<file path="src/rtl/err_halt_pkg.sv">
package err_halt_pkg;
  typedef enum logic [1:0] {
    HS_RUN    = 2'd0,
    HS_DRAIN  = 2'd1,
    HS_HALTED = 2'd2
  } halt_st_e;
endpackage

</file>
<file path="src/rtl/err_sync.sv">
module err_sync #(
  parameter int STAGES = 2
) (
  input  logic clk_i,
  input  logic rst_ni,
  input  logic d_i,
  output logic q_o
);
  logic [STAGES-1:0] sr_q;

  always_ff @(posedge clk_i or negedge rst_ni) begin
    if (!rst_ni) sr_q <= '0;
    else         sr_q <= {sr_q[STAGES-2:0], d_i};
  end

  assign q_o = sr_q[STAGES-1];
endmodule

</file>
<file path="src/rtl/err_flag_ctx.sv">
module err_flag_ctx #(
  parameter logic ERR_INIT = 1'b0
) (
  input  logic clk_i,
  input  logic por_ni,
  input  logic rst_ni,
  input  logic set_i,
  input  logic clr_i,
  input  logic arm_i,
  input  logic enter_i,
  input  logic exit_i,
  output logic err_o,
  output logic hoe_o,
  output logic trig_o
);
  logic err_q, hoe_q, sh_err_q, sh_hoe_q;

  // flag survives warm reset; only power-on loads it
  always_ff @(posedge clk_i or negedge por_ni) begin
    if (!por_ni) begin
      err_q    <= ERR_INIT;
      sh_err_q <= ERR_INIT;
    end else begin
      if (exit_i)     err_q <= sh_err_q;
      else if (set_i) err_q <= 1'b1;
      else if (clr_i) err_q <= 1'b0;
      if (enter_i && !exit_i) sh_err_q <= err_q;
    end
  end

  always_ff @(posedge clk_i or negedge rst_ni) begin
    if (!rst_ni) begin
      hoe_q    <= 1'b0;
      sh_hoe_q <= 1'b0;
    end else begin
      if (exit_i)     hoe_q <= sh_hoe_q;
      else if (arm_i) hoe_q <= 1'b1;
      if (enter_i && !exit_i) sh_hoe_q <= hoe_q;
    end
  end

  assign err_o  = err_q;
  assign hoe_o  = hoe_q;
  // 0->1 edge of the flag with arm already set
  assign trig_o = set_i & ~err_q & hoe_q & ~exit_i;
endmodule

</file>
<file path="src/rtl/err_halt_fsm.sv">
module err_halt_fsm
  import err_halt_pkg::*;
#(
  parameter int IP_W = 16
) (
  input  logic            clk_i,
  input  logic            rst_ni,
  input  logic            trig_i,
  input  logic            analyse_i,
  input  logic            link_idle_i,
  input  logic [IP_W-1:0] iptr_i,
  output logic            halt_req_o,
  output logic            halted_o,
  output logic [IP_W-1:0] acc_o
);
  localparam logic [IP_W-1:0] ERR_OFS = IP_W'(2);
  localparam logic [IP_W-1:0] ANA_OFS = IP_W'(1);

  halt_st_e        st_q;
  logic [IP_W-1:0] acc_q;

  always_ff @(posedge clk_i or negedge rst_ni) begin
    if (!rst_ni) begin
      st_q  <= HS_RUN;
      acc_q <= '0;
    end else begin
      unique case (st_q)
        HS_RUN: begin
          if (trig_i) begin
            acc_q <= iptr_i + ERR_OFS;
            st_q  <= HS_DRAIN;
          end else if (analyse_i) begin
            acc_q <= iptr_i + ANA_OFS;
            st_q  <= HS_DRAIN;
          end
        end
        HS_DRAIN:  if (link_idle_i) st_q <= HS_HALTED;
        HS_HALTED: st_q <= HS_HALTED;
        default:   st_q <= HS_RUN;
      endcase
    end
  end

  assign halt_req_o = (st_q != HS_RUN);
  assign halted_o   = (st_q == HS_HALTED);
  assign acc_o      = acc_q;
endmodule

</file>
<file path="src/rtl/err_halt_ctrl.sv">
module err_halt_ctrl #(
  parameter int   IP_W        = 16,
  parameter int   SYNC_STAGES = 2,
  parameter logic ERR_INIT    = 1'b0
) (
  input  logic            clk_i,
  input  logic            por_ni,
  input  logic            rst_ni,
  input  logic            ovf_i,
  input  logic            div0_i,
  input  logic            bound_i,
  input  logic            sw_set_i,
  input  logic            err_ext_i,
  input  logic            test_clr_i,
  input  logic            arm_halt_i,
  input  logic            preempt_enter_i,
  input  logic            preempt_exit_i,
  input  logic            analyse_i,
  input  logic            link_idle_i,
  input  logic [IP_W-1:0] iptr_i,
  output logic            err_o,
  output logic            test_val_o,
  output logic            halt_req_o,
  output logic            halted_o,
  output logic [IP_W-1:0] acc_o
);
  logic ext_w, flag_w, hoe_w, trig_w, set_w;

  assign set_w = ovf_i | div0_i | bound_i | sw_set_i;

  err_sync #(.STAGES(SYNC_STAGES)) u_sync (
    .clk_i (clk_i),
    .rst_ni(rst_ni),
    .d_i   (err_ext_i),
    .q_o   (ext_w)
  );

  err_flag_ctx #(.ERR_INIT(ERR_INIT)) u_flag (
    .clk_i  (clk_i),
    .por_ni (por_ni),
    .rst_ni (rst_ni),
    .set_i  (set_w),
    .clr_i  (test_clr_i),
    .arm_i  (arm_halt_i),
    .enter_i(preempt_enter_i),
    .exit_i (preempt_exit_i),
    .err_o  (flag_w),
    .hoe_o  (hoe_w),
    .trig_o (trig_w)
  );

  err_halt_fsm #(.IP_W(IP_W)) u_fsm (
    .clk_i      (clk_i),
    .rst_ni     (rst_ni),
    .trig_i     (trig_w),
    .analyse_i  (analyse_i),
    .link_idle_i(link_idle_i),
    .iptr_i     (iptr_i),
    .halt_req_o (halt_req_o),
    .halted_o   (halted_o),
    .acc_o      (acc_o)
  );

  assign err_o      = flag_w | ext_w;
  assign test_val_o = flag_w;
endmodule

</file>
<file path="config.mk">
export PLATFORM = sky130hd
export DESIGN_NAME = err_halt_ctrl
export DESIGN_NICKNAME = d
export VERILOG_FILES = /design/src/rtl/err_halt_pkg.sv /design/src/rtl/err_sync.sv /design/src/rtl/err_flag_ctx.sv /design/src/rtl/err_halt_fsm.sv /design/src/rtl/err_halt_ctrl.sv
export SDC_FILE = /design/constraint.sdc
export NUM_CORES = 1
export LEC_CHECK = 0
export BUFFER_PORTS_ARGS = -buffer_cell sky130_fd_sc_hd__buf_2
export CAP_MARGIN = 20
export CELL_PAD_IN_SITES_DETAIL_PLACEMENT = 1
export CELL_PAD_IN_SITES_GLOBAL_PLACEMENT = 2
export CORE_AREA = 2 2 70 72
export CTS_BUF_LIST = sky130_fd_sc_hd__clkbuf_16
export CTS_CLUSTER_SIZE = 25
export DETAILED_ROUTE_END_ITERATION = 10
export DIE_AREA = 0 0 72 74
export PLACE_DENSITY = 0.79
export SLEW_MARGIN = 30
export SYNTH_ARGS = -nofsm -noshare
export SYNTH_HDL_FRONTEND = slang
export SYNTH_SLANG_ARGS = --single-unit
export TNS_END_PERCENT = 10
</file>
<file path="constraint.sdc">
create_clock -name clk_i -period 2.4 [get_ports clk_i]
set_input_delay 0.36 -clock clk_i [delete_from_list [all_inputs] [get_ports clk_i]]
set_output_delay 0.36 -clock clk_i [all_outputs]
set_load 0.01 [all_outputs]
</file>
Yosys cells after proc, flatten, opt, wreduce, memory -nomap -nowiden
Index checks and enable logic that the tools add are counted.
Widths: inputs -> output; s select.

storage, ports and cells
  output and inout port bits = 20
  bits of input ports = 30
  logic and storage cells = 42
  register bits after elaboration = 24

cells by class
  $add $sub $neg = 2
  bitwise logic cells = 9
  eq/ne operators = 4
  reduce and logical (&&, ||, !) cells = 9
  multiplexer cells = 11

operators by type and width
  kind                   count
  $mux 16                2
  $add 16x1->16 const B  1
  $add 16x2->16 const B  1
  $mux 2                 3
  $pmux 2 s3             1
  $reduce_bool 2->1      3
  $mux 1                 5
  $or 1x1->1             4
  $reduce_and 2->1       2
  $and 1x1->1            3
  $ne 3x3->1 const B     1
  $reduce_bool 3->1      1
  $eq 2x1->1 const B     1
  $eq 2x2->1 const B     1
  $logic_not 2->1        1
  $ne 2x2->1 const B     1
  $not 1->1              2
  $logic_and 1x1->1      1
  $logic_not 1->1        1

Logic depth before layout (Yosys ltp)
Gate-level depths: netlist (run 1).

  word-level depth = 8
  mapped depth = 6
  mapped depth without buffers = 6

Cells and area by module
A second synthesis (run 1) with hierarchy kept.

unflattened totals
  cell total of the unflattened synthesis = 136
  area total of the unflattened synthesis = 1308.8 µm²

by module, submodules not included
  module         area an instance (µm²)  instances  cells each
  err_halt_fsm   1067.3                  1          117
  err_flag_ctx   177.7                   1          15
  err_sync       50.0                    1          2
  err_halt_ctrl  13.8                    1          2

Least setup slack after synthesis (run 1)
Ideal clock, no wire load.

  kind = reg2reg
  start = reg u_flag.err_q, in the netlist u_flag.err_o
  end = reg u_fsm.st_q[1]
  arrival time = 1.544 ns
  data required time = 2.272 ns
  setup slack = 0.728 ns
  buffers on the path = 0
  stages on the path, launching flop included = 6
  path through = dfrtp_1 -> or3b_1 -> nor2_2 -> nor2_1 -> a21oi_1 -> mux2_1

between the ends
  longest elaborated chain between the ends = 6
  elaborated cells on any way between the ends = 8

ends and longest elaborated chain
  what                                            line                source
  from (decl)                                     err_flag_ctx.sv:16  logic err_q, hoe_q, sh_err_q, sh_hoe_q;
  from (signal assigned)                          err_flag_ctx.sv:24  if (exit_i) err_q <= sh_err_q;
  $not 1->1 *                                     err_flag_ctx.sv:45  assign trig_o = set_i & ~err_q & hoe_q & ~exit_i;
  $and 1x1->1 * (3 in series)                     err_flag_ctx.sv:45
  $mux 2 or $ne 3x3->1 (tied branches)            -
  $pmux 2 s3 or $reduce_and 2->1 (tied branches)  -
  to (signal assigned)                            err_halt_fsm.sv:31  st_q <= HS_DRAIN;
  to (signal assigned)                            err_halt_fsm.sv:34  st_q <= HS_DRAIN;
  to (signal assigned)                            err_halt_fsm.sv:37  HS_DRAIN: if (link_idle_i) st_q <= HS_HALTED;
  to (decl)                                       err_halt_fsm.sv:19  halt_st_e st_q;

Mark *: on every way between the ends. The rest lies on a longest branch, timed or not.
A chain may end at the register's enable or synchronous reset.

Final worst setup path (run 1)
Ends and elaborated chain as after synthesis.

==> results of run 1 <==
-- through the flow --
| step | power, uW | setup slack, ns |
|---|---|---|
| 2_1_floorplan | 1000 | 0.728 |
| 3_3_place_gp | 1260 | 0.473 |
| 3_5_place_dp | 1300 | 0.396 |
| 4_1_cts | 1670 | 0.546 |
| 5_1_grt | 1780 | 0.464 |
| 6_report | 1640 | 0.574 |
-- sequential cells by signal (all words and copies together), names as in the netlist --
name             flops
u_flag.err_o         1
u_flag.hoe_o         1
u_flag.sh_err_q      1
u_flag.sh_hoe_q      1
u_fsm.acc_o         16
u_fsm.st_q           2
u_sync.sr_q          2
-- cells in the mapped netlist (all sizes together) (3+ instances only) --
| library cell | number | area, um2 |
|---|---|---|
| nor2 | 7 | 28.8 |
| nand2 | 22 | 82.6 |
| inv | 5 | 18.8 |
| a21oi | 5 | 36.3 |
| ha | 5 | 62.6 |
| buf | 3 | 15.0 |
| dfrtp | 24 | 601 |
| nand3 | 5 | 25.0 |
| o21ai | 23 | 119 |
| mux2 | 3 | 33.8 |
| xor2 | 12 | 105 |
| nand4 | 4 | 25.0 |
-- cells by family (layout without fill, tap and decap cells) --
| logic type | count (synthesis) | in the layout | share of synthesized area (%) |
|---|---|---|---|
| AOI/OAI and AO/OA | 33 | 33 | 14.8 |
| and+or+nand+nor | 51 | 51 | 20.3 |
| buffers and inverters | 8 | 60 | 2.57 |
| xor gates and xnor gates | 14 | 14 | 9.32 |
| adders and majority gates | 5 | 5 | 4.75 |
| DFF | 24 | 24 | 45.6 |
| muxes | 3 | 3 | 2.57 |
-- cell type report --
| class | count | area, um2 |
|---|---|---|
| Tap cell | 54 | 67.6 |
| Timing Repair Buffer | 51 | 275 |
| Fill cell | 543 | 2870 |
| Inverter | 5 | 18.8 |
| Clock buffer | 3 | 75.1 |
| Multi-Input combinational cell | 106 | 686 |
| Sequential cell | 24 | 601 |
| Clock inverter | 1 | 3.75 |
-- timing repair --
action,4_1_cts,5_1_grt
endpoints found under the hold margin,2,0
gates resized for setup,0,0
endpoints found under the setup margin,0,0
hold buffers,1,0
-- critical path: cells and delay by family, from the launching register on --
kind             cells  cell delay, ns
AND/OR/NAND/NOR      3            0.77
multiplexers         1            0.33
AO/OA/AOI/OAI        1            0.19
flip-flops           1            0.42
-- path summary, 6_finish.rpt --
path	start	depth (start not counted)	end	slack, ns
setup / recovery	u_flag.err_o$_DFFE_PN0P_	5	u_fsm.st_q[1]$_DFFE_PN0P_	0.57
hold / removal	rst_ni	1	u_fsm.acc_o[5]$_DFFE_PN0P_	0.07
setup reg to reg	u_flag.err_o$_DFFE_PN0P_	5	u_fsm.st_q[1]$_DFFE_PN0P_	0.57
hold reg to reg	u_sync.sr_q[0]$_DFF_PN0_	0	u_sync.sr_q[1]$_DFF_PN0_	0.36
max in group asynchronous	por_ni	2	u_flag.sh_err_q$_DFFE_PN0P_	1.88
min in group clk_i	err_ext_i	1	u_sync.sr_q[0]$_DFF_PN0_	0.21
-- metal layers --
layer / share of wire, % / vias to the layer above / global-route usage (%)
met4: 0.87 / 0 / 3.77
li1: - / 586 / -
met1: 43 / 543 / 17.6
met2: 53 / 20 / 24.9
met3: 3.6 / 2 / 2.30
met5: 0 / - / 0
-- power by group through the flow --
stage,clock network (uW),registers (uW),logic [uW]
floorplan,0,709,295
global placement,0,647,610
detailed placement,0,660,640
CTS,369,652,645
global route,388,673,723
finish,362,648,629
==> report_table.html, run 1 <==
<table>
<tr><th>Metric</th><th>Value</th></tr>
<tr><th colspan="2">Critical path</th></tr>
<tr><td>Highest-delay cell along the critical path</td><td>sky130_fd_sc_hd__or3b_1</td></tr>
<tr><td>Critical path endpoint category</td><td>register</td></tr>
<tr><td>Cells traversed along the worst timing path</td><td>or3b_1 &gt; nor2_2 &gt; nor2_1 &gt; a21oi_1 &gt; mux2_1</td></tr>
<tr><td>Data arrival time of the worst path</td><td>1.96 ns</td></tr>
<tr><td>Critical path data required time</td><td>2.54 ns</td></tr>
<tr><td>Worst setup path class</td><td>register to register</td></tr>
<tr><td>CP max stage delay</td><td>0.45 ns</td></tr>
<tr><td>Startpoint type of the worst setup path</td><td>register</td></tr>
<tr><td>Worst-path fanout max</td><td>5</td></tr>
<tr><th colspan="2">GRT</th></tr>
<tr><td>Pin count of the biggest net entering global routing</td><td>26</td></tr>
<tr><td>Vias in the first global route</td><td>1250</td></tr>
<tr><td>Total routing usage reported by global routing</td><td>14.0%</td></tr>
<tr><td>Wire length of the first global-routing pass</td><td>5910 um</td></tr>
<tr><td>Antenna violations before repair</td><td>0</td></tr>
<tr><td>Residual overflow from global routing</td><td>0</td></tr>
<tr><th colspan="2">Timing</th></tr>
<tr><td>Upper clock frequency limit</td><td>0.548 GHz</td></tr>
<tr><td>RSZ-0062 raised after global routing</td><td>no</td></tr>
<tr><td>Relative slew slack</td><td>66.7%</td></tr>
<tr><td>Hold Slack</td><td>0.0664 ns</td></tr>
<tr><td>Final setup fails</td><td>0</td></tr>
<tr><td>Final clock period utilization by the worst path</td><td>76.1%</td></tr>
<tr><td>Actual slew at the worst max-slew pin</td><td>0.495 ns</td></tr>
<tr><td>Final total negative setup slack</td><td>0 ns</td></tr>
<tr><td>Hold violation total from the final report</td><td>0</td></tr>
<tr><td>Shortest period the worst path allows</td><td>1.83 ns</td></tr>
<tr><td>Worst setup skew after layout</td><td>0.00257 ns</td></tr>
<tr><td>Final number of max-transition violations</td><td>0</td></tr>
<tr><th colspan="2">Run status</th></tr>
<tr><td>Result of the run</td><td>finished, final reports clean</td></tr>
<tr><th colspan="2">Yosys</th></tr>
<tr><td>Yosys warnings</td><td>0</td></tr>
<tr><td>Fraction of registers with async set or reset after synthesis</td><td>100%</td></tr>
<tr><td>EDFF count, synth</td><td>0</td></tr>
<tr><td>Top flip-flop cell by instance count after synthesis</td><td>sky130_fd_sc_hd__dfrtp_1</td></tr>
<tr><td>Cell count after synthesis</td><td>138</td></tr>
<tr><td>Synth cell types</td><td>34</td></tr>
<tr><td>Mapped cell area</td><td>1320 um2</td></tr>
<tr><td>Synthesized flop and latch total</td><td>24</td></tr>
<tr><td>Mean instance size in the synthesized netlist</td><td>9.54 um2</td></tr>
<tr><td>Synthesized netlist net count</td><td>173</td></tr>
<tr><td>Register area share after synthesis</td><td>45.6%</td></tr>
<tr><th colspan="2">Final layout</th></tr>
<tr><td>Commonest non-fill, non-tap cell in the layout</td><td>sky130_fd_sc_hd__buf_2</td></tr>
<tr><td>Area added between synthesis and finish</td><td>31.2%</td></tr>
<tr><td>Finished Cell Area</td><td>1730 um2</td></tr>
<tr><td>Antenna diodes</td><td>0</td></tr>
<tr><td>Ratio of cells with drive above 1 in the final layout</td><td>33.7%</td></tr>
<tr><td>Utilization of the core after routing</td><td>37.6%</td></tr>
<tr><td>Non-filler instance count after layout</td><td>244</td></tr>
<tr><td>Number of nets in the layout</td><td>226</td></tr>
<tr><td>Highest-count cells in the layout ignoring fill and taps</td><td>49 x sky130_fd_sc_hd__buf_2, 24 x sky130_fd_sc_hd__dfrtp_1, 22 x sky130_fd_sc_hd__nand2_1</td></tr>
<tr><th colspan="2">Power and ir drop</th></tr>
<tr><td>Leakage power of the design</td><td>0.000813 uW</td></tr>
<tr><td>Switching part of the total power</td><td>35.3%</td></tr>
<tr><td>Clock network fraction of total power</td><td>22.1%</td></tr>
<tr><td>Portion of total power attributed to sequential cells</td><td>39.5%</td></tr>
<tr><td>Switching power summed over all nets</td><td>578 uW</td></tr>
<tr><td>Cell Int Power</td><td>1060 uW</td></tr>
<tr><td>Part of the power in combinational logic</td><td>38.4%</td></tr>
<tr><td>Pwr per Cell Area</td><td>949 nW/um2</td></tr>
<tr><td>Worst IR drop on VDD</td><td>344 uV</td></tr>
<tr><th colspan="2">Clock tree</th></tr>
<tr><td>Number of H-tree levels</td><td>1</td></tr>
<tr><td>Setup repair bufs after CTS</td><td>0</td></tr>
<tr><td>Maximum clock insertion buffer count</td><td>2</td></tr>
<tr><td>Root Buffer</td><td>sky130_fd_sc_hd__clkbuf_16</td></tr>
<tr><td>Number of clock sinks</td><td>24</td></tr>
<tr><td>Clock transition time at the flip-flop clock pins of the worst setup and hold paths</td><td>0.06 ns</td></tr>
<tr><td>Skew-Pair Late Insertion Delay</td><td>0.25 ns</td></tr>
<tr><td>Inserted Clock Buffers</td><td>3</td></tr>
<tr><td>TritonCTS clock tree</td><td>built</td></tr>
<tr><th colspan="2">Route</th></tr>
<tr><td>DRC marker count from the first detailed-route iteration</td><td>33</td></tr>
<tr><td>Drt first pass iters</td><td>4</td></tr>
<tr><td>Mean routed wirelength per cell</td><td>14.1 um</td></tr>
<tr><td>Remaining antenna violation count</td><td>0</td></tr>
<tr><td>Sum of routed wire length over all layers</td><td>3450 um</td></tr>
<tr><td>DRC viols</td><td>0</td></tr>
<tr><td>Via density per instance</td><td>4.72</td></tr>
<tr><td>Number of vias after detailed routing</td><td>1151</td></tr>
<tr><th colspan="2">Run</th></tr>
<tr><td>Count of max-cap constraint violations</td><td>0</td></tr>
<tr><th colspan="2">Min path</th></tr>
<tr><td>Classification of the worst-slack hold path</td><td>input port to async pin</td></tr>
<tr><th colspan="2">Placement</th></tr>
<tr><td>Post-detail-place hpwl</td><td>2830 um</td></tr>
<tr><td>Number of instances in the placed design</td><td>239</td></tr>
<tr><td>Weighted congestion at the end of routability-driven global placement</td><td>0.800</td></tr>
<tr><td>Area after detailed placement</td><td>1640 um2</td></tr>
<tr><td>Quantity of I/O buffers inserted on ports</td><td>49</td></tr>
<tr><th colspan="2">Floorplanning</th></tr>
<tr><td>Initial standard-cell utilization of the core</td><td>28.6%</td></tr>
<tr><td>Chip width</td><td>72 um</td></tr>
<tr><td>Site Rows</td><td>25</td></tr>
<tr><td>Standard cell core area</td><td>4600 um2</td></tr>
<tr><td>Vertical die dimension</td><td>74 um</td></tr>
<tr><td>Area of the die</td><td>5330 um2</td></tr>
<tr><td>Number of placed I/O pins</td><td>50</td></tr>
</table>
Power figures use the tool's default switching activity.
==> run 2: changes to the inputs <==
--- a/config.mk
+++ b/config.mk
@@ -9,12 +9,12 @@
 export CAP_MARGIN = 20
 export CELL_PAD_IN_SITES_DETAIL_PLACEMENT = 1
 export CELL_PAD_IN_SITES_GLOBAL_PLACEMENT = 2
-export CORE_AREA = 2 2 70 72
+export CORE_AREA = 2 2 76 78
 export CTS_BUF_LIST = sky130_fd_sc_hd__clkbuf_16
 export CTS_CLUSTER_SIZE = 25
 export DETAILED_ROUTE_END_ITERATION = 10
-export DIE_AREA = 0 0 72 74
-export PLACE_DENSITY = 0.79
+export DIE_AREA = 0 0 78 80
+export PLACE_DENSITY = 0.7
 export SLEW_MARGIN = 30
 export SYNTH_ARGS = -nofsm -noshare
 export SYNTH_HDL_FRONTEND = slang
==> constraint.sdc (replaced) <==
create_clock -name clk_i -period 1.6 [get_ports clk_i]
set_input_delay 0.24 -clock clk_i [delete_from_list [all_inputs] [get_ports clk_i]]
set_output_delay 0.24 -clock clk_i [all_outputs]
set_load 0.01 [all_outputs]
==> run 2 against run 1 <==
The flow now finishes with violations (setup timing). Fmax up 9.0%. Register-to-register slack got worse by 0.65 ns. Utilization fell by 2.4 points. Power rose by 64%. Highest routed layer unchanged.
==> report_table.html, run 2 (same netlist as run 1, synthesis figures left out) <==
<table>
<tr><th>Metric</th><th>Value</th></tr>
<tr><th colspan="2">Run status</th></tr>
<tr><td>Result of the run</td><td>complete, but fails checks</td></tr>
<tr><td>Failing checks</td><td>setup timing</td></tr>
<tr><th colspan="2">Timing</th></tr>
<tr><td>Actual slew at the worst max-slew pin</td><td>0.519 ns</td></tr>
<tr><td>Hold Slack</td><td>0.102 ns</td></tr>
<tr><td>Post-route worst setup slack</td><td>-0.0751 ns</td></tr>
<tr><td>Upper clock frequency limit</td><td>0.597 GHz</td></tr>
<tr><td>Relative slew slack</td><td>65.4%</td></tr>
<tr><td>Final number of max-transition violations</td><td>0</td></tr>
<tr><td>Shortest period the worst path allows</td><td>1.68 ns</td></tr>
<tr><td>Final clock period utilization by the worst path</td><td>105%</td></tr>
<tr><td>Final setup fails</td><td>5</td></tr>
<tr><td>Worst setup skew after layout</td><td>0.00154 ns</td></tr>
<tr><td>Hold violation total from the final report</td><td>0</td></tr>
<tr><td>RSZ-0062 raised after global routing</td><td>yes</td></tr>
<tr><th colspan="2">Route</th></tr>
<tr><td>Via density per instance</td><td>4.37</td></tr>
<tr><td>Detailed route wirelength on metal2</td><td>1470 um</td></tr>
<tr><td>Sum of routed wire length over all layers</td><td>3480 um</td></tr>
<tr><td>DRC viols</td><td>0</td></tr>
<tr><td>Mean routed wirelength per cell</td><td>12.6 um</td></tr>
<tr><td>Remaining antenna violation count</td><td>0</td></tr>
<tr><td>Length of routed met3 wiring</td><td>175 um</td></tr>
<tr><td>Number of vias after detailed routing</td><td>1202</td></tr>
<tr><td>Drt first pass iters</td><td>4</td></tr>
<tr><td>Length of routed wiring on met1</td><td>1820 um</td></tr>
<tr><td>DRC marker count from the first detailed-route iteration</td><td>37</td></tr>
<tr><td>DR top layer</td><td>met4</td></tr>
<tr><th colspan="2">Clock tree</th></tr>
<tr><td>Clock transition time at the flip-flop clock pins of the worst setup and hold paths</td><td>0.06 ns</td></tr>
<tr><td>TritonCTS clock tree</td><td>built</td></tr>
<tr><td>Skew-Pair Late Insertion Delay</td><td>0.25 ns</td></tr>
<tr><td>Setup repair bufs after CTS</td><td>0</td></tr>
<tr><td>Number of H-tree levels</td><td>1</td></tr>
<tr><td>Number of clock sinks</td><td>24</td></tr>
<tr><td>Maximum clock insertion buffer count</td><td>2</td></tr>
<tr><td>Inserted Clock Buffers</td><td>3</td></tr>
<tr><td>Root Buffer</td><td>sky130_fd_sc_hd__clkbuf_16</td></tr>
<tr><th colspan="2">Critical path</th></tr>
<tr><td>Critical path endpoint category</td><td>register</td></tr>
<tr><td>Cells traversed along the worst timing path</td><td>or3b_4 &gt; nor3_4 &gt; o2111ai_1 &gt; xor2_1 &gt; o21ai_2</td></tr>
<tr><td>Cell family contributing the most delay on the critical path</td><td>simple AND/OR/NAND/NOR gates</td></tr>
<tr><td>Endpoint of the most critical register-to-register path</td><td>u_fsm.acc_o[12]$_DFFE_PN0P_</td></tr>
<tr><td>Slack of the worst reg-to-reg path</td><td>-0.08 ns</td></tr>
<tr><td>Startpoint type of the worst setup path</td><td>register</td></tr>
<tr><td>Data arrival time of the worst path</td><td>1.82 ns</td></tr>
<tr><td>Critical path data required time</td><td>1.75 ns</td></tr>
<tr><td>Cell count along the critical path</td><td>5</td></tr>
<tr><td>Buf+Inv Stages, Crit Path</td><td>0</td></tr>
<tr><td>Reg-to-reg startpoint</td><td>u_flag.err_o$_DFFE_PN0P_</td></tr>
<tr><td>Worst-path fanout max</td><td>6</td></tr>
<tr><td>Highest-delay cell along the critical path</td><td>sky130_fd_sc_hd__or3b_4</td></tr>
<tr><td>CP max stage delay</td><td>0.42 ns</td></tr>
<tr><td>Worst setup path class</td><td>register to register</td></tr>
<tr><td>Number of cells traversed by the worst register-to-register path</td><td>5</td></tr>
<tr><th colspan="2">Floorplanning</th></tr>
<tr><td>Area of the die</td><td>6240 um2</td></tr>
<tr><td>Initial standard-cell utilization of the core</td><td>24.4%</td></tr>
<tr><td>Chip width</td><td>78 um</td></tr>
<tr><td>Site Rows</td><td>27</td></tr>
<tr><td>Standard cell core area</td><td>5410 um2</td></tr>
<tr><td>Number of placed I/O pins</td><td>50</td></tr>
<tr><td>Vertical die dimension</td><td>80 um</td></tr>
<tr><th colspan="2">Power and ir drop</th></tr>
<tr><td>Part of the power in combinational logic</td><td>37.6%</td></tr>
<tr><td>Switching part of the total power</td><td>32.5%</td></tr>
<tr><td>Leakage power of the design</td><td>0.000896 uW</td></tr>
<tr><td>Switching power summed over all nets</td><td>876 uW</td></tr>
<tr><td>Clock network fraction of total power</td><td>26.3%</td></tr>
<tr><td>Portion of total power attributed to sequential cells</td><td>36.1%</td></tr>
<tr><td>Worst IR drop on VDD</td><td>423 uV</td></tr>
<tr><td>Pwr per Cell Area</td><td>1420 nW/um2</td></tr>
<tr><td>Cell Int Power</td><td>1820 uW</td></tr>
<tr><th colspan="2">Final layout</th></tr>
<tr><td>Filler cell count</td><td>660</td></tr>
<tr><td>Max FFs per register</td><td>16</td></tr>
<tr><td>Highest-count cells in the layout ignoring fill and taps</td><td>49 x sky130_fd_sc_hd__buf_2, 24 x sky130_fd_sc_hd__dfrtp_1, 22 x sky130_fd_sc_hd__nand2_1</td></tr>
<tr><td>Area added between synthesis and finish</td><td>44.4%</td></tr>
<tr><td>Utilization of the core after routing</td><td>35.2%</td></tr>
<tr><td>Antenna diodes</td><td>0</td></tr>
<tr><td>Sequential cell area in the final layout</td><td>601 um2</td></tr>
<tr><td>Non-filler instance count after layout</td><td>275</td></tr>
<tr><td>Number of nets in the layout</td><td>239</td></tr>
<tr><td>Area of the multi-input gates</td><td>711 um2</td></tr>
<tr><td>Commonest non-fill, non-tap cell in the layout</td><td>sky130_fd_sc_hd__buf_2</td></tr>
<tr><td>Ratio of cells with drive above 1 in the final layout</td><td>40.4%</td></tr>
<tr><th colspan="2">Placement</th></tr>
<tr><td>Number of instances in the placed design</td><td>269</td></tr>
<tr><td>Quantity of I/O buffers inserted on ports</td><td>49</td></tr>
<tr><td>Weighted congestion at the end of routability-driven global placement</td><td>0.676</td></tr>
<tr><td>Post-detail-place hpwl</td><td>2820 um</td></tr>
<tr><th colspan="2">GRT</th></tr>
<tr><td>Residual overflow from global routing</td><td>0</td></tr>
<tr><td>Antenna violations before repair</td><td>0</td></tr>
<tr><td>Total routing usage reported by global routing</td><td>11.7%</td></tr>
<tr><td>Wire length of the first global-routing pass</td><td>5830 um</td></tr>
<tr><td>Vias in the first global route</td><td>1256</td></tr>
<tr><td>Pin count of the biggest net entering global routing</td><td>23</td></tr>
<tr><th colspan="2">Min path</th></tr>
<tr><td>Classification of the worst-slack hold path</td><td>input port to register</td></tr>
<tr><td>Min-Delay Path Depth</td><td>1</td></tr>
<tr><td>Origin of the worst min-delay path</td><td>err_ext_i</td></tr>
<tr><td>Hold-critical path endpoint</td><td>u_sync.sr_q[0]$_DFF_PN0_</td></tr>
<tr><th colspan="2">Run</th></tr>
<tr><td>Count of max-cap constraint violations</td><td>0</td></tr>
</table>
## run 2: cell types whose count changed in the layout (fill, tap and decap cells not counted), sizes merged
cell / previous run / this run
buf: 50 / 62
bufinv: 0 / 1
clkinv: 1 / 0
dlygate4sd3: 1 / 2
## run 2: area by class of cell
cell class                      count  area share [%]
Clock inverter                      1            1.58
Sequential cell                    24            31.6
Inverter                            5           0.987
Timing Repair Buffer               64            19.7
Clock buffer                        3            3.95
Tap cell                           72            4.74
Multi-Input combinational cell    106            37.4
## run 2: worst reg2reg max path: stages, from the launching register on
cell	delay [ns]
sky130_fd_sc_hd__dfrtp_1	0.40
sky130_fd_sc_hd__or3b_4	0.42
sky130_fd_sc_hd__nor3_4	0.31
sky130_fd_sc_hd__o2111ai_1	0.18
sky130_fd_sc_hd__xor2_1	0.20
sky130_fd_sc_hd__o21ai_2	0.06
## run 2: repair_timing
action / CTS / global route
gates resized for setup: 2 / 1
hold buffers: 2 / 0
hold endpoints to repair: 24 / 0
pin swaps: 1 / 0
endpoints found under the setup margin: 6 / 8
## run 2: power groups by stage
stage	Sequential [uW]	Clock [uW]	Combinational, uW
2_1_floorplan	1060	0	449
3_3_place_gp	989	0	977
3_5_place_dp	984	0	998
4_1_cts	979	734	1030
5_1_grt	1010	756	1140
6_report	972	708	1010
## run 2: per-layer routing
layer / vias up / GRT usage [%]
li1: 609 / -
met1: 551 / 17.1
met2: 40 / 17.8
met3: 2 / 2.04
met4: 0 / 3.16
met5: - / 0
## run 2: stage by stage
step	total power, uW	TNS, ns	instance area [um2]	setup WS [ns]
after floorplan	1510	-0.0193	1330	-0.0193
after global placement	1970	-0.830	1770	-0.126
after detailed placement	1980	-1.01	1770	-0.124
after CTS	2750	-0.255	1900	-0.0958
after global routing	2910	-0.706	1900	-0.147
final	2690	-0.132	1900	-0.0751
## run 2: worst max-delay path by stage
stage                                         from                           to  slack [ns]
after global placement                      div0_i  u_fsm.acc_o[12]$_DFFE_PN0P_       -0.13
after global routing      u_flag.err_o$_DFFE_PN0P_  u_fsm.acc_o[12]$_DFFE_PN0P_       -0.15
after detailed placement                    div0_i   u_fsm.acc_o[5]$_DFFE_PN0P_       -0.12
final                     u_flag.err_o$_DFFE_PN0P_  u_fsm.acc_o[12]$_DFFE_PN0P_       -0.08
after CTS                 u_flag.err_o$_DFFE_PN0P_  u_fsm.acc_o[12]$_DFFE_PN0P_        -0.1
after floorplan           u_flag.err_o$_DFFE_PN0P_    u_fsm.st_q[1]$_DFFE_PN0P_       -0.02
==> run 3: changes to the inputs <==
--- a/config.mk
+++ b/config.mk
@@ -5,17 +5,18 @@
 export SDC_FILE = /design/constraint.sdc
 export NUM_CORES = 1
 export LEC_CHECK = 0
+export ABC_AREA = 1
 export BUFFER_PORTS_ARGS = -buffer_cell sky130_fd_sc_hd__buf_2
 export CAP_MARGIN = 20
 export CELL_PAD_IN_SITES_DETAIL_PLACEMENT = 1
 export CELL_PAD_IN_SITES_GLOBAL_PLACEMENT = 2
-export CORE_AREA = 2 2 76 78
+export CORE_AREA = 2 2 85 87
 export CTS_BUF_LIST = sky130_fd_sc_hd__clkbuf_16
 export CTS_CLUSTER_SIZE = 25
 export DETAILED_ROUTE_END_ITERATION = 10
-export DIE_AREA = 0 0 78 80
+export DIE_AREA = 0 0 87 89
+export MAX_ROUTING_LAYER = met4
 export PLACE_DENSITY = 0.7
-export SLEW_MARGIN = 30
 export SYNTH_ARGS = -nofsm -noshare
 export SYNTH_HDL_FRONTEND = slang
 export SYNTH_SLANG_ARGS = --single-unit
==> run 3 against run 2 <==
The run now ends clean. Synthesized cell count is 62% higher. Register-to-register slack better by 0.25 ns. Combinational power hardly changed. Wire length is 37% higher. Critical path depth is 1 lower. Cell count is 30% higher. Die area is 24% higher. Cell area is 7.4% higher.
==> report_table.html, run 3 <==
<table>
<tr><th>Metric</th><th>Value</th></tr>
<tr><th colspan="2">Run status</th></tr>
<tr><td>Result of the run</td><td>finished, final reports clean</td></tr>
<tr><th colspan="2">Final layout</th></tr>
<tr><td>Max FFs per register</td><td>16</td></tr>
<tr><td>Filler cell count</td><td>868</td></tr>
<tr><td>Finished Cell Area</td><td>2040 um2</td></tr>
<tr><td>Area of the multi-input gates</td><td>838 um2</td></tr>
<tr><td>Ratio of cells with drive above 1 in the final layout</td><td>26.0%</td></tr>
<tr><td>Utilization of the core after routing</td><td>30.4%</td></tr>
<tr><td>Antenna diodes</td><td>0</td></tr>
<tr><td>Commonest non-fill, non-tap cell in the layout</td><td>sky130_fd_sc_hd__nand2_1</td></tr>
<tr><td>Non-filler instance count after layout</td><td>357</td></tr>
<tr><td>Highest-count cells in the layout ignoring fill and taps</td><td>78 x sky130_fd_sc_hd__nand2_1, 49 x sky130_fd_sc_hd__buf_2, 28 x sky130_fd_sc_hd__nand3_1</td></tr>
<tr><td>Area added between synthesis and finish</td><td>28.8%</td></tr>
<tr><td>Number of nets in the layout</td><td>313</td></tr>
<tr><td>Sequential cell area in the final layout</td><td>601 um2</td></tr>
<tr><th colspan="2">Route</th></tr>
<tr><td>Via density per instance</td><td>4.51</td></tr>
<tr><td>Number of vias after detailed routing</td><td>1610</td></tr>
<tr><td>Sum of routed wire length over all layers</td><td>4770 um</td></tr>
<tr><td>DRC viols</td><td>0</td></tr>
<tr><td>Mean routed wirelength per cell</td><td>13.4 um</td></tr>
<tr><td>DRC marker count from the first detailed-route iteration</td><td>31</td></tr>
<tr><td>Remaining antenna violation count</td><td>0</td></tr>
<tr><td>Drt first pass iters</td><td>4</td></tr>
<tr><th colspan="2">Power and ir drop</th></tr>
<tr><td>Worst IR drop on VDD</td><td>388 uV</td></tr>
<tr><td>Cell Int Power</td><td>1760 uW</td></tr>
<tr><td>Switching part of the total power</td><td>36.1%</td></tr>
<tr><td>Pwr per Cell Area</td><td>1350 nW/um2</td></tr>
<tr><td>Part of the power in combinational logic</td><td>37.8%</td></tr>
<tr><td>Final total power</td><td>2750 uW</td></tr>
<tr><td>Leakage power of the design</td><td>0.00108 uW</td></tr>
<tr><td>Switching power summed over all nets</td><td>994 uW</td></tr>
<tr><td>Clock network fraction of total power</td><td>26.9%</td></tr>
<tr><td>Portion of total power attributed to sequential cells</td><td>35.2%</td></tr>
<tr><th colspan="2">Yosys</th></tr>
<tr><td>Synthesized flop and latch total</td><td>24</td></tr>
<tr><td>Fraction of post-synthesis cell area in the top cell type by area</td><td>37.9%</td></tr>
<tr><td>Top cells by instance count after synthesis</td><td>78 x sky130_fd_sc_hd__nand2_1, 28 x sky130_fd_sc_hd__nand3_1, 25 x sky130_fd_sc_hd__inv_1</td></tr>
<tr><td>Mapped cell area</td><td>1580 um2</td></tr>
<tr><td>Count leader, synth</td><td>sky130_fd_sc_hd__nand2_1</td></tr>
<tr><td>Synthesized netlist net count</td><td>259</td></tr>
<tr><td>Mean instance size in the synthesized netlist</td><td>7.07 um2</td></tr>
<tr><td>Top flip-flop cell by instance count after synthesis</td><td>sky130_fd_sc_hd__dfrtp_1</td></tr>
<tr><td>Register area share after synthesis</td><td>37.9%</td></tr>
<tr><td>Fraction of registers with async set or reset after synthesis</td><td>100%</td></tr>
<tr><td>Synth cell types</td><td>30</td></tr>
<tr><td>EDFF count, synth</td><td>0</td></tr>
<tr><td>Top cells by area in the synthesized netlist</td><td>sky130_fd_sc_hd__dfrtp_1 38%, sky130_fd_sc_hd__nand2_1 18%, sky130_fd_sc_hd__nand3_1 8.8%</td></tr>
<tr><td>Yosys warnings</td><td>0</td></tr>
<tr><td>Largest area contributor in the netlist</td><td>sky130_fd_sc_hd__dfrtp_1</td></tr>
<tr><td>Cell count after synthesis</td><td>224</td></tr>
<tr><th colspan="2">Clock tree</th></tr>
<tr><td>Clock transition time at the flip-flop clock pins of the worst setup and hold paths</td><td>0.07 ns</td></tr>
<tr><td>Maximum clock insertion buffer count</td><td>2</td></tr>
<tr><td>Skew-Pair Late Insertion Delay</td><td>0.27 ns</td></tr>
<tr><td>Setup repair bufs after CTS</td><td>0</td></tr>
<tr><td>TritonCTS clock tree</td><td>built</td></tr>
<tr><td>Root Buffer</td><td>sky130_fd_sc_hd__clkbuf_16</td></tr>
<tr><td>Number of H-tree levels</td><td>1</td></tr>
<tr><td>Number of clock sinks</td><td>24</td></tr>
<tr><td>Inserted Clock Buffers</td><td>3</td></tr>
<tr><th colspan="2">Critical path</th></tr>
<tr><td>Startpoint type of the worst setup path</td><td>register</td></tr>
<tr><td>Number of cells traversed by the worst register-to-register path</td><td>11</td></tr>
<tr><td>Cells traversed along the worst timing path</td><td>inv_1 &gt; ha_1 &gt; inv_1 &gt; buf_2</td></tr>
<tr><td>Endpoint of the most critical register-to-register path</td><td>u_fsm.acc_o[12]$_DFFE_PN0P_</td></tr>
<tr><td>Most Frequent Cell on Critical Path</td><td>sky130_fd_sc_hd__inv_1</td></tr>
<tr><td>Worst setup path class</td><td>register to primary output</td></tr>
<tr><td>Slack of the worst reg-to-reg path</td><td>0.17 ns</td></tr>
<tr><td>Buf+Inv Stages, Crit Path</td><td>3</td></tr>
<tr><td>Cell family contributing the most delay on the critical path</td><td>flip-flops</td></tr>
<tr><td>Worst-path fanout max</td><td>3</td></tr>
<tr><td>Reg-to-reg startpoint</td><td>u_flag.err_o$_DFFE_PN0P_</td></tr>
<tr><td>Critical path endpoint category</td><td>primary output</td></tr>
<tr><td>CP max stage delay</td><td>0.40 ns</td></tr>
<tr><td>Data arrival time of the worst path</td><td>1.23 ns</td></tr>
<tr><td>Highest-delay cell along the critical path</td><td>sky130_fd_sc_hd__dfrtp_1</td></tr>
<tr><td>Critical path data required time</td><td>1.36 ns</td></tr>
<tr><th colspan="2">GRT</th></tr>
<tr><td>Pin count of the biggest net entering global routing</td><td>23</td></tr>
<tr><td>Residual overflow from global routing</td><td>0</td></tr>
<tr><td>Wire length of the first global-routing pass</td><td>7600 um</td></tr>
<tr><td>Vias in the first global route</td><td>1590</td></tr>
<tr><td>Antenna violations before repair</td><td>0</td></tr>
<tr><td>Total routing usage reported by global routing</td><td>13.1%</td></tr>
<tr><th colspan="2">Timing</th></tr>
<tr><td>Worst setup skew after layout</td><td>0.00423 ns</td></tr>
<tr><td>Final setup fails</td><td>0</td></tr>
<tr><td>Upper clock frequency limit</td><td>0.680 GHz</td></tr>
<tr><td>Relative slew slack</td><td>64.4%</td></tr>
<tr><td>Actual slew at the worst max-slew pin</td><td>0.534 ns</td></tr>
<tr><td>Hold violation total from the final report</td><td>0</td></tr>
<tr><td>Shortest period the worst path allows</td><td>1.47 ns</td></tr>
<tr><td>Final total negative setup slack</td><td>0 ns</td></tr>
<tr><td>RSZ-0062 raised after global routing</td><td>no</td></tr>
<tr><td>Final clock period utilization by the worst path</td><td>91.9%</td></tr>
<tr><td>Final number of max-transition violations</td><td>0</td></tr>
<tr><th colspan="2">Min path</th></tr>
<tr><td>Min-Delay Path Depth</td><td>1</td></tr>
<tr><td>Hold-critical path endpoint</td><td>u_sync.sr_q[0]$_DFF_PN0_</td></tr>
<tr><td>Classification of the worst-slack hold path</td><td>input port to register</td></tr>
<tr><td>Origin of the worst min-delay path</td><td>err_ext_i</td></tr>
<tr><th colspan="2">Placement</th></tr>
<tr><td>Area after detailed placement</td><td>1910 um2</td></tr>
<tr><td>Weighted congestion at the end of routability-driven global placement</td><td>0.803</td></tr>
<tr><td>Number of instances in the placed design</td><td>351</td></tr>
<tr><td>Post-detail-place hpwl</td><td>3730 um</td></tr>
<tr><td>Quantity of I/O buffers inserted on ports</td><td>49</td></tr>
<tr><th colspan="2">Floorplanning</th></tr>
<tr><td>Area of the die</td><td>7740 um2</td></tr>
<tr><td>Standard cell core area</td><td>6720 um2</td></tr>
<tr><td>Vertical die dimension</td><td>89 um</td></tr>
<tr><td>Chip width</td><td>87 um</td></tr>
<tr><td>Number of placed I/O pins</td><td>50</td></tr>
<tr><td>Initial standard-cell utilization of the core</td><td>23.6%</td></tr>
<tr><td>Site Rows</td><td>30</td></tr>
<tr><th colspan="2">Run</th></tr>
<tr><td>Count of max-cap constraint violations</td><td>0</td></tr>
</table>
run 3: cell type report:
class	count	area share, %
multi-input combinational	167	41.1
sequential	24	29.4
timing repair buffer	53	13.7
inverter	29	5.70
tap	80	4.90
clock buffer	3	3.68
clock inverter	1	1.47
run 3: kinds of logic after synthesis:
group	Yosys count	synth area share [%]
fa+ha+maj	5	3.95
simple gates	139	39.2
flops	24	37.9
compound gates	17	6.32
mux	1	0.711
xor+xnor	5	2.77
buf+inv	33	9.16
run 3: worst max-delay path by stage:
stage | from | cells past startpoint | to
after floorplan | u_flag.err_o$_DFFE_PN0P_ | 11 | u_fsm.acc_o[12]$_DFFE_PN0P_
after global placement | u_flag.err_o$_DFFE_PN0P_ | 9 | u_fsm.acc_o[0]$_DFFE_PN0P_
after detailed placement | u_flag.err_o$_DFFE_PN0P_ | 9 | u_fsm.acc_o[5]$_DFFE_PN0P_
after CTS | u_fsm.st_q[0]$_DFFE_PN0P_ | 4 | halt_req_o
after global routing | u_flag.err_o$_DFFE_PN0P_ | 11 | u_fsm.acc_o[12]$_DFFE_PN0P_
final | u_fsm.st_q[0]$_DFFE_PN0P_ | 4 | halt_req_o
run 3: stage by stage:
stage	hold WS, ns	setup slack (ns)
floorplan	-0.0556	0.277
global placement	0.0277	0.131
detailed placement	0.0279	0.0914
CTS	0.0764	0.0975
global route	0.0743	0.0194
finish	0.0813	0.129
run 3: power by group through the flow:
stage	Clock, uW	Combinational (uW)	Sequential (uW)
after floorplan	0	545	1060
after detailed placement	0	1070	980
after CTS	783	1080	977
final	740	1040	969
after global placement	0	1050	979
after global routing	791	1200	996
run 3: what timing repair did:
item	in CTS	in global routing
hold buffers	2	0
setup endpoints to repair	0	2
gates resized for setup	0	1
endpoints found under the hold margin	24	0
run 3: routing by layer:
metal,GRT usage [%],wire length (um),vias to the layer above
met3,1.75,152,5
met2,21.5,2210,34
li1,-,-,810
met4,4.69,78,0
met1,16.6,2330,761
met5,-,0,-
run 3: worst reg2reg max path: stages, from the launching register on:
cell and delay [ns]:
sky130_fd_sc_hd__dfrtp_1 0.39, sky130_fd_sc_hd__inv_2 0.07, sky130_fd_sc_hd__nand2_1 0.07, sky130_fd_sc_hd__nor2_4 0.11
sky130_fd_sc_hd__nand2_2 0.10, sky130_fd_sc_hd__buf_4 0.19, sky130_fd_sc_hd__inv_4 0.10, sky130_fd_sc_hd__nand2_1 0.08
sky130_fd_sc_hd__nand2_1 0.06, sky130_fd_sc_hd__nand2_1 0.05, sky130_fd_sc_hd__nand3_1 0.07, sky130_fd_sc_hd__nand2_1 0.05
